$ cat src/rtl/err_cnt_pkg.sv
package err_cnt_pkg;
  localparam int NUM_CH = 2;
  localparam int CH_CV   = 0;
  localparam int CH_PRBS = 1;

  typedef enum logic {
    LATCH_ON_TICK   = 1'b0,
    LATCH_ON_DEMAND = 1'b1
  } latch_mode_e;
endpackage

$ cat src/rtl/err_sec_tick.sv
module err_sec_tick #(
  parameter int DIV_TC = 124_999_999
) (
  input  logic clk_i,
  input  logic rst_ni,
  input  logic ext_sel_i,
  input  logic ext_sec_i,
  output logic tick_o
);
  localparam int DIV_W = (DIV_TC < 2) ? 1 : $clog2(DIV_TC + 1);
  localparam logic [DIV_W-1:0] TC = DIV_W'(DIV_TC);

  logic [DIV_W-1:0] div_q;
  logic             int_tick;
  logic [2:0]       ext_q;   // two sync stages plus edge history
  logic             ext_tick;

  assign int_tick = (div_q == TC);

  always_ff @(posedge clk_i or negedge rst_ni) begin
    if (!rst_ni)       div_q <= '0;
    else if (int_tick) div_q <= '0;
    else               div_q <= div_q + 1'b1;
  end

  always_ff @(posedge clk_i or negedge rst_ni) begin
    if (!rst_ni) ext_q <= '0;
    else         ext_q <= {ext_q[1:0], ext_sec_i};
  end

  assign ext_tick = ext_q[1] & ~ext_q[2];
  assign tick_o   = ext_sel_i ? ext_tick : int_tick;
endmodule

$ cat src/rtl/err_sat_counter.sv
module err_sat_counter #(
  parameter int CNT_W = 16
) (
  input  logic             clk_i,
  input  logic             rst_ni,
  input  logic             evt_i,
  input  logic             latch_i,
  output logic [CNT_W-1:0] cnt_o,
  output logic [CNT_W-1:0] buf_o
);
  localparam logic [CNT_W-1:0] MAX = '1;

  logic [CNT_W-1:0] cnt_q, buf_q;

  always_ff @(posedge clk_i or negedge rst_ni) begin
    if (!rst_ni) begin
      cnt_q <= '0;
      buf_q <= '0;
    end else if (latch_i) begin
      buf_q <= cnt_q;
      cnt_q <= CNT_W'(evt_i);  // event in latch cycle opens new period
    end else if (evt_i && cnt_q != MAX) begin
      cnt_q <= cnt_q + 1'b1;
    end
  end

  assign cnt_o = cnt_q;
  assign buf_o = buf_q;
endmodule

$ cat src/rtl/err_cnt_bank.sv
module err_cnt_bank
  import err_cnt_pkg::*;
#(
  parameter int CNT_W  = 16,
  parameter int DIV_TC = 124_999_999
) (
  input  logic             clk_i,
  input  logic             rst_ni,
  input  logic             cv_evt_i,
  input  logic             prbs_evt_i,
  input  logic             ext_sel_i,
  input  logic             ext_sec_i,
  input  logic             mode_demand_i,
  input  logic             latch_req_i,
  input  logic             done_rd_i,
  input  logic             irq_en_i,
  input  logic             irq_clr_i,
  output logic [CNT_W-1:0] cv_buf_o,
  output logic [CNT_W-1:0] prbs_buf_o,
  output logic             latch_done_o,
  output logic             sec_tick_o,
  output logic             irq_status_o,
  output logic             irq_o
);
  latch_mode_e                   mode;
  logic                          tick;
  logic                          latch;
  logic                          dem_latch;
  logic                          done_q;
  logic                          irq_q;
  logic [NUM_CH-1:0]             evt;
  logic [NUM_CH-1:0][CNT_W-1:0]  live_cnt;
  logic [NUM_CH-1:0][CNT_W-1:0]  held_cnt;

  assign mode = latch_mode_e'(mode_demand_i);

  err_sec_tick #(.DIV_TC(DIV_TC)) u_tick (
    .clk_i    (clk_i),
    .rst_ni   (rst_ni),
    .ext_sel_i(ext_sel_i),
    .ext_sec_i(ext_sec_i),
    .tick_o   (tick)
  );

  assign dem_latch = (mode == LATCH_ON_DEMAND) && latch_req_i;
  assign latch     = (mode == LATCH_ON_TICK) ? tick : latch_req_i;

  assign evt[CH_CV]   = cv_evt_i;
  assign evt[CH_PRBS] = prbs_evt_i;

  for (genvar c = 0; c < NUM_CH; c++) begin : g_ch
    err_sat_counter #(.CNT_W(CNT_W)) u_cnt (
      .clk_i  (clk_i),
      .rst_ni (rst_ni),
      .evt_i  (evt[c]),
      .latch_i(latch),
      .cnt_o  (live_cnt[c]),
      .buf_o  (held_cnt[c])
    );
  end

  always_ff @(posedge clk_i or negedge rst_ni) begin
    if (!rst_ni)        done_q <= 1'b0;
    else if (dem_latch) done_q <= 1'b1;
    else if (done_rd_i) done_q <= 1'b0;
  end

  always_ff @(posedge clk_i or negedge rst_ni) begin
    if (!rst_ni)        irq_q <= 1'b0;
    else if (tick)      irq_q <= 1'b1;
    else if (irq_clr_i) irq_q <= 1'b0;
  end

  assign cv_buf_o     = held_cnt[CH_CV];
  assign prbs_buf_o   = held_cnt[CH_PRBS];
  assign latch_done_o = done_q;
  assign sec_tick_o   = tick;
  assign irq_status_o = irq_q;
  assign irq_o        = irq_q & irq_en_i;
endmodule

$ cat config.mk
export PLATFORM = sky130hd
export DESIGN_NAME = err_cnt_bank
export DESIGN_NICKNAME = d
export VERILOG_FILES = /design/src/rtl/err_cnt_pkg.sv /design/src/rtl/err_sec_tick.sv /design/src/rtl/err_sat_counter.sv /design/src/rtl/err_cnt_bank.sv
export SDC_FILE = /design/constraint.sdc
export NUM_CORES = 1
export LEC_CHECK = 0
export BUFFER_PORTS_ARGS = -buffer_cell sky130_fd_sc_hd__buf_4
export CELL_PAD_IN_SITES_DETAIL_PLACEMENT = 1
export CELL_PAD_IN_SITES_GLOBAL_PLACEMENT = 1
export CORE_UTILIZATION = 51
export CTS_CLUSTER_SIZE = 20
export DETAILED_ROUTE_END_ITERATION = 10
export GPL_ROUTABILITY_DRIVEN = 0
export PLACE_DENSITY_LB_ADDON = 0.1
export SLEW_MARGIN = 20
export SYNTH_ARGS = -nofsm -noshare
export SYNTH_HDL_FRONTEND = slang
export SYNTH_SLANG_ARGS = --single-unit
$ cat constraint.sdc
create_clock -name clk_i -period 3.65 [get_ports clk_i]
set_input_delay 0.1825 -clock clk_i [delete_from_list [all_inputs] [get_ports clk_i]]
set_output_delay 0.1825 -clock clk_i [all_outputs]
set_load 0.02 [all_outputs]
## Word-level counts from Yosys, hierarchy flattened

Index checks and enable logic that the tools add are counted.

- Flip-flop bits (word level): 96
- Bits of input ports: 11
- Output and inout port bits: 36
- Word-level logic and storage cells: 35

- $add $sub $neg: 3
- Equality and inequality tests: 3
- Mux-type cells: 11
- Bitwise gates (word level): 3
- Reduce and logical (&&, ||, !) cells: 7

Operators with widths:

| cell | count |
|---|---|
| $mux 16 | 4 |
| $add 16x1->16 const B | 2 |
| $ne 16x16->1 const B | 2 |
| $add 27x1->27 const B | 1 |
| $eq 27x27->1 const B | 1 |
| $mux 27 | 1 |
| $reduce_bool 2->1 | 4 |
| $mux 1 | 6 |
| $logic_and 1x1->1 | 3 |
| $and 1x1->1 | 2 |
| $not 1->1 | 1 |

## Logic depth before layout (Yosys ltp)

- Word-level depth: 5
- Gate-level depth with buffers: 9
- Mapped depth without buffers: 6

## Modules after synthesis

Synthesis repeated with hierarchy kept, for this count alone.

- Cells, all modules: 425
- Area, all modules: 4580.6 µm²

By module, submodules not included:

| module | instances | cells an instance | area each (µm²) | seq. area each (µm²) |
|---|---|---|---|---|
| err_sat_counter (g_ch[1].u_cnt) | 1 | 139 | 1525.2 | 800.8 |
| err_sat_counter (g_ch[0].u_cnt) | 1 | 132 | 1492.7 | 800.8 |
| err_sec_tick | 1 | 144 | 1462.7 | 750.7 |
| err_cnt_bank | 1 | 10 | 100.1 | 50.0 |

## Least setup slack after synthesis

OpenSTA, ideal clock, no wires.

- Path type: register to register
- From: reg u_tick.div_q[13]
- To: reg g_ch[0].u_cnt.buf_q[10]
- Library setup time: 0.125 ns
- Data arrival time: 2.144 ns
- Required time: 3.525 ns
- Path slack: 1.381 ns
- Cell stages (with the launch flop): 8
- Path buffers: 2
- Clock period less this slack: 2.269 ns
- Cells stage by stage: dfrtp_1 -> or4b_1 -> nor4_2 -> and4_4 -> or2_1 -> buf_6 -> buf_12 -> mux2_4

- Longest elaborated chain between the ends: 3

Ends and longest elaborated chain:

| element | RTL line | text |
|---|---|---|
| start: declaration | err_sec_tick.sv:13 | `logic [DIV_W-1:0] div_q;` |
| start signal: assignment | err_sec_tick.sv:23 | `else div_q <= div_q + 1'b1;` |
| $eq 27x27->1 | err_sec_tick.sv:18 | `assign int_tick = (div_q == TC);` |
| $mux 1 | err_sec_tick.sv:32 | `assign tick_o = ext_sel_i ? ext_tick : int_tick;` |
| $mux 1 | err_cnt_bank.sv:46 | `assign latch = (mode == LATCH_ON_TICK) ? tick : latch_req_i;` |
| end signal: assignment | err_sat_counter.sv:20 | `buf_q <= cnt_q;` |
| end: declaration | err_sat_counter.sv:13 | `logic [CNT_W-1:0] cnt_q, buf_q;` |

Every way passes these cells.
A chain may end at the register's enable or synchronous reset.

## Worst setup path in the final report

- From: reg u_tick.div_q[13]
- To: reg g_ch[1].u_cnt.buf_q[4]

- Longest elaborated chain between the ends: 3

Ends and longest elaborated chain:

| element | RTL line |
|---|---|
| $eq 27x27->1 | err_sec_tick.sv:18 |
| $mux 1 | err_sec_tick.sv:32 |
| $mux 1 | err_cnt_bank.sv:46 |
| end signal: assignment | err_sat_counter.sv:20 |
| end: declaration | err_sat_counter.sv:13 |

Every way passes these cells.

==> results by group <==
Synthesis
  – Count of different cell masters after synthesis: 45
  – Commonest cells in the netlist: dfrtp_1 (96), nor2_1 (53), mux2_4 (26), nand2_1 (25), xnor2_1 (23)
  – Cell Area, Synth: 4540 sq um
  – Syn Area/Cell: 11.3 sq um
  – Share of flip-flops with an asynchronous set or reset after synthesis: 100%
  – Most repeated cell in the gate-level netlist after synthesis: dfrtp_1
  – Cell taking the most area after synthesis: dfrtp_1
  – Gate Count Post-Synth: 401
  – Most instantiated flip-flop cell in the synthesis netlist: dfrtp_1
  – Sequential fraction of the synthesis area: 52.9%
  – Yosys top cell area share: 52.9%
  – Total of warnings raised by yosys: 0
  – Post-synthesis sequential element count: 96
  – Number of flops mapped to enable cells by yosys: 0
  – Top area cells in the synthesized netlist: dfrtp_1 (53%), mux2_4 (8.6%), xnor2_1 (4.4%)
  – Synth Net Count: 415

Detailed routing
  – Detailed-routing iteration count for the pre-antenna-repair pass: 4
  – Average via count per standard cell: 5.62
  – Number of design-rule violations left by the first detailed-router iteration: 134
  – Final routed wirelength across all metal layers: 9.84 mm
  – Number of design rule violations left after detail routing: 0
  – Total via count after detailed routing: 3,159
  – DR WL/cell: 17.5 um
  – Antenna-violating nets left: 0

Timing
  – Relative slew slack: 58.7%
  – Number of failing hold endpoints at the final stage: 0
  – RSZ-0062 raised after global routing: false
  – Worst Tran Pin Value: 0.615 ns
  – Final hold slack: 0.0370 ns
  – Worst clock skew: 0.00848 ns
  – Final slew viol count: 0
  – Part of the cycle the worst path needs: 74.7%
  – F_max: 367 MHz
  – Total negative slack: 0 ns
  – Setup violators final: 0
  – Post-route minimum period: 2.73 ns
  – Setup ws final: 0.924 ns

Setup path
  – Critical Path AT: 2.96 ns
  – Reg-to-reg critical path endpoint: g_ch[1].u_cnt.buf_o[4]
  – Type of element capturing the critical path: flip-flop
  – Startpoint type of the worst setup path: flip-flop
  – Cell count of the worst reg-to-reg path: 6
  – Launch point of the worst reg-to-reg path: u_tick.div_q[13]
  – Required time worst endpoint: 3.88 ns
  – Critical path peak fanout: 34
  – Reg-to-reg slack, setup: 0.92 ns
  – Critical Setup Path Class: flip-flop to flip-flop

Clocking
  – Clock input transition at the sequential cells of the worst setup and hold paths: 0.08 ns
  – Sink count of the clock tree: 96
  – Deepest clock path buffer count: 2
  – Clock latency reported for the late side of the worst-skew pair: 0.35 ns
  – Root buf cell: clkbuf_8
  – Number of buffers added by the clock tree synthesis step: 9
  – Deepest level of the CTS H-tree: 3
  – Clock tree from TritonCTS: built

Place
  – Placed instance count: 546
  – Detailed placer's ending HPWL: 6.96 mm
  – Pre-CTS setup slack: 0.916 ns
  – Total of buffers placed on input and output ports: 46

Status
  – Result of the run: finished, final reports clean

Final layout
  – Non-filler cells in the finished layout: 562
  – Area used by sequential logic in the layout: 2400 sq um
  – Diodes inserted: 0
  – Area added between synthesis and finish: 12.8%
  – Area used by multi-input combinational logic: 1980 sq um
  – Post-layout net count: 465
  – Share of cells above drive strength 1: 22.0%
  – FILL cells: 941

Die
  – Ports placed on the boundary: 47
  – Die width: 96.4 um
  – Area of the core: 8680 sq um
  – Number of core rows: 34
  – Starting density of the core: 52.3%
  – Total die area: 9280 sq um
  – Chip height: 96.4 um

Global route
  – Via count of the first global-routing pass: 3,307
  – Wire length of the first global-routing pass: 16.7 mm
  – Final global-route overflow total: 0
  – Antenna violations before repair: 0
  – Pin count of the biggest net entering global routing: 41
  – All-layer global routing usage: 23.8%

Power and ir drop
  – Leakage power total: 2.40 nW
  – Maximum VDD drop: 0.215 mV
  – Pwr Density: 386 nW/um^2
  – Total Power Consumption: 1.98 mW

Hold path
  – Sink of the worst hold path: latch_done_o
  – Startpoint of the lowest-slack hold path: done_rd_i
  – Cell count of the worst hold path: 2
  – Classification of the worst-slack hold path: input pin to flip-flop

Flow run
  – Number of violations of the max-capacitance limit: 0
[where the power goes]
part / switching [mW] / leakage [nW] / internal, mW / total, mW
clock: 0.342 / 0.0794 / 0.260 / 0.602
sequential: 0.0431 / 1.30 / 1.10 / 1.15
combinational: 0.120 / 1.01 / 0.106 / 0.226
total: 0.505 / 2.40 / 1.47 / 1.98
[how the worst max path moves through the flow]
stage	cells after the start	startpoint	to	slack, ns
after floorplan	7	u_tick.div_q[13]	g_ch[0].u_cnt.buf_o[10]	1.38
after detailed placement	6	u_tick.div_q[13]	g_ch[0].u_cnt.buf_o[10]	0.92
after global placement	6	u_tick.div_q[13]	g_ch[0].u_cnt.buf_o[10]	0.96
after global routing	6	u_tick.div_q[13]	g_ch[0].u_cnt.buf_o[14]	0.78
final	6	u_tick.div_q[13]	g_ch[1].u_cnt.buf_o[4]	0.92
after CTS	6	u_tick.div_q[13]	g_ch[0].u_cnt.buf_o[14]	0.91
[cells by family (layout without fill, tap and decap cells)]
logic type | after synthesis | in the layout | synth area share [%]
compound gates | 22 | 22 | 3.09
xor+xnor | 45 | 45 | 8.68
fa+ha+maj | 3 | 3 | 0.827
buf+inv | 22 | 75 | 3.44
flops | 96 | 96 | 52.9
mux | 34 | 34 | 10.5
simple gates | 179 | 179 | 20.5
[registers in the layout, summed over array words and instances (netlist names)]
name,cells
g_ch.u_cnt.buf_o,32
g_ch.u_cnt.cnt_o,32
u_tick.div_q,27
u_tick.ext_q,3
irq_status_o,1
latch_done_o,1
[layer usage]
layer	global-route usage, %	part of all wire, %	wire, um
met1	31.4	46	4560
met2	40.6	50	4970
met3	3.55	2.2	214
met4	6.86	0.98	96
met5	0	0	0
[cell usage in the layout (no fill, tap or decap), types with 3 or more instances in the layout]
cell type and n:
nor2_1 53, xor2_1 22, or3_1 6, mux2_2 6
mux2_4 26, nand2_1 25, clkbuf_1 3, nor4_1 6
and2_1 6, inv_1 7, xnor2_1 23, nor3_1 19
o21ai_0 6, nand3_1 17, a21oi_1 7, dfrtp_1 96
nand4_1 22, clkbuf_8 10, ha_1 3, and4_1 4
buf_4 51, and3_1 5
[worst max-delay path, stage by stage, from the launching register on]
cell	delay, ns
dfrtp_1	0.41
or4b_1	0.54
nor4_2	0.30
and4_4	0.28
or2_2	0.45
buf_12	0.29
mux2_4	0.32
[metrics by stage]
stage	area (sq um)	utilization [%]
final	5120	59.0
after global routing	5120	59.0
after detailed placement	4950	57.0
after floorplan	4540	-
after CTS	5120	59.0
after global placement	4950	57.0
[cell type report]
cell class,instances,share of cell area (%)
flip-flops and latches,96,46.9
multi-input cells,283,38.7
repair buffers,54,8.26
clock buffers,13,2.91
well taps,108,2.64
inverters,7,0.513
clock inverters,1,0.0977
[repair_timing]
item	in CTS	in global routing
gates resized for setup	0	0
endpoints found under the setup margin	0	0
hold buffers	2	0
setup buffers	0	0
endpoints found under the hold margin	32	0
Note: power is estimated with default switching activity, not from simulation.
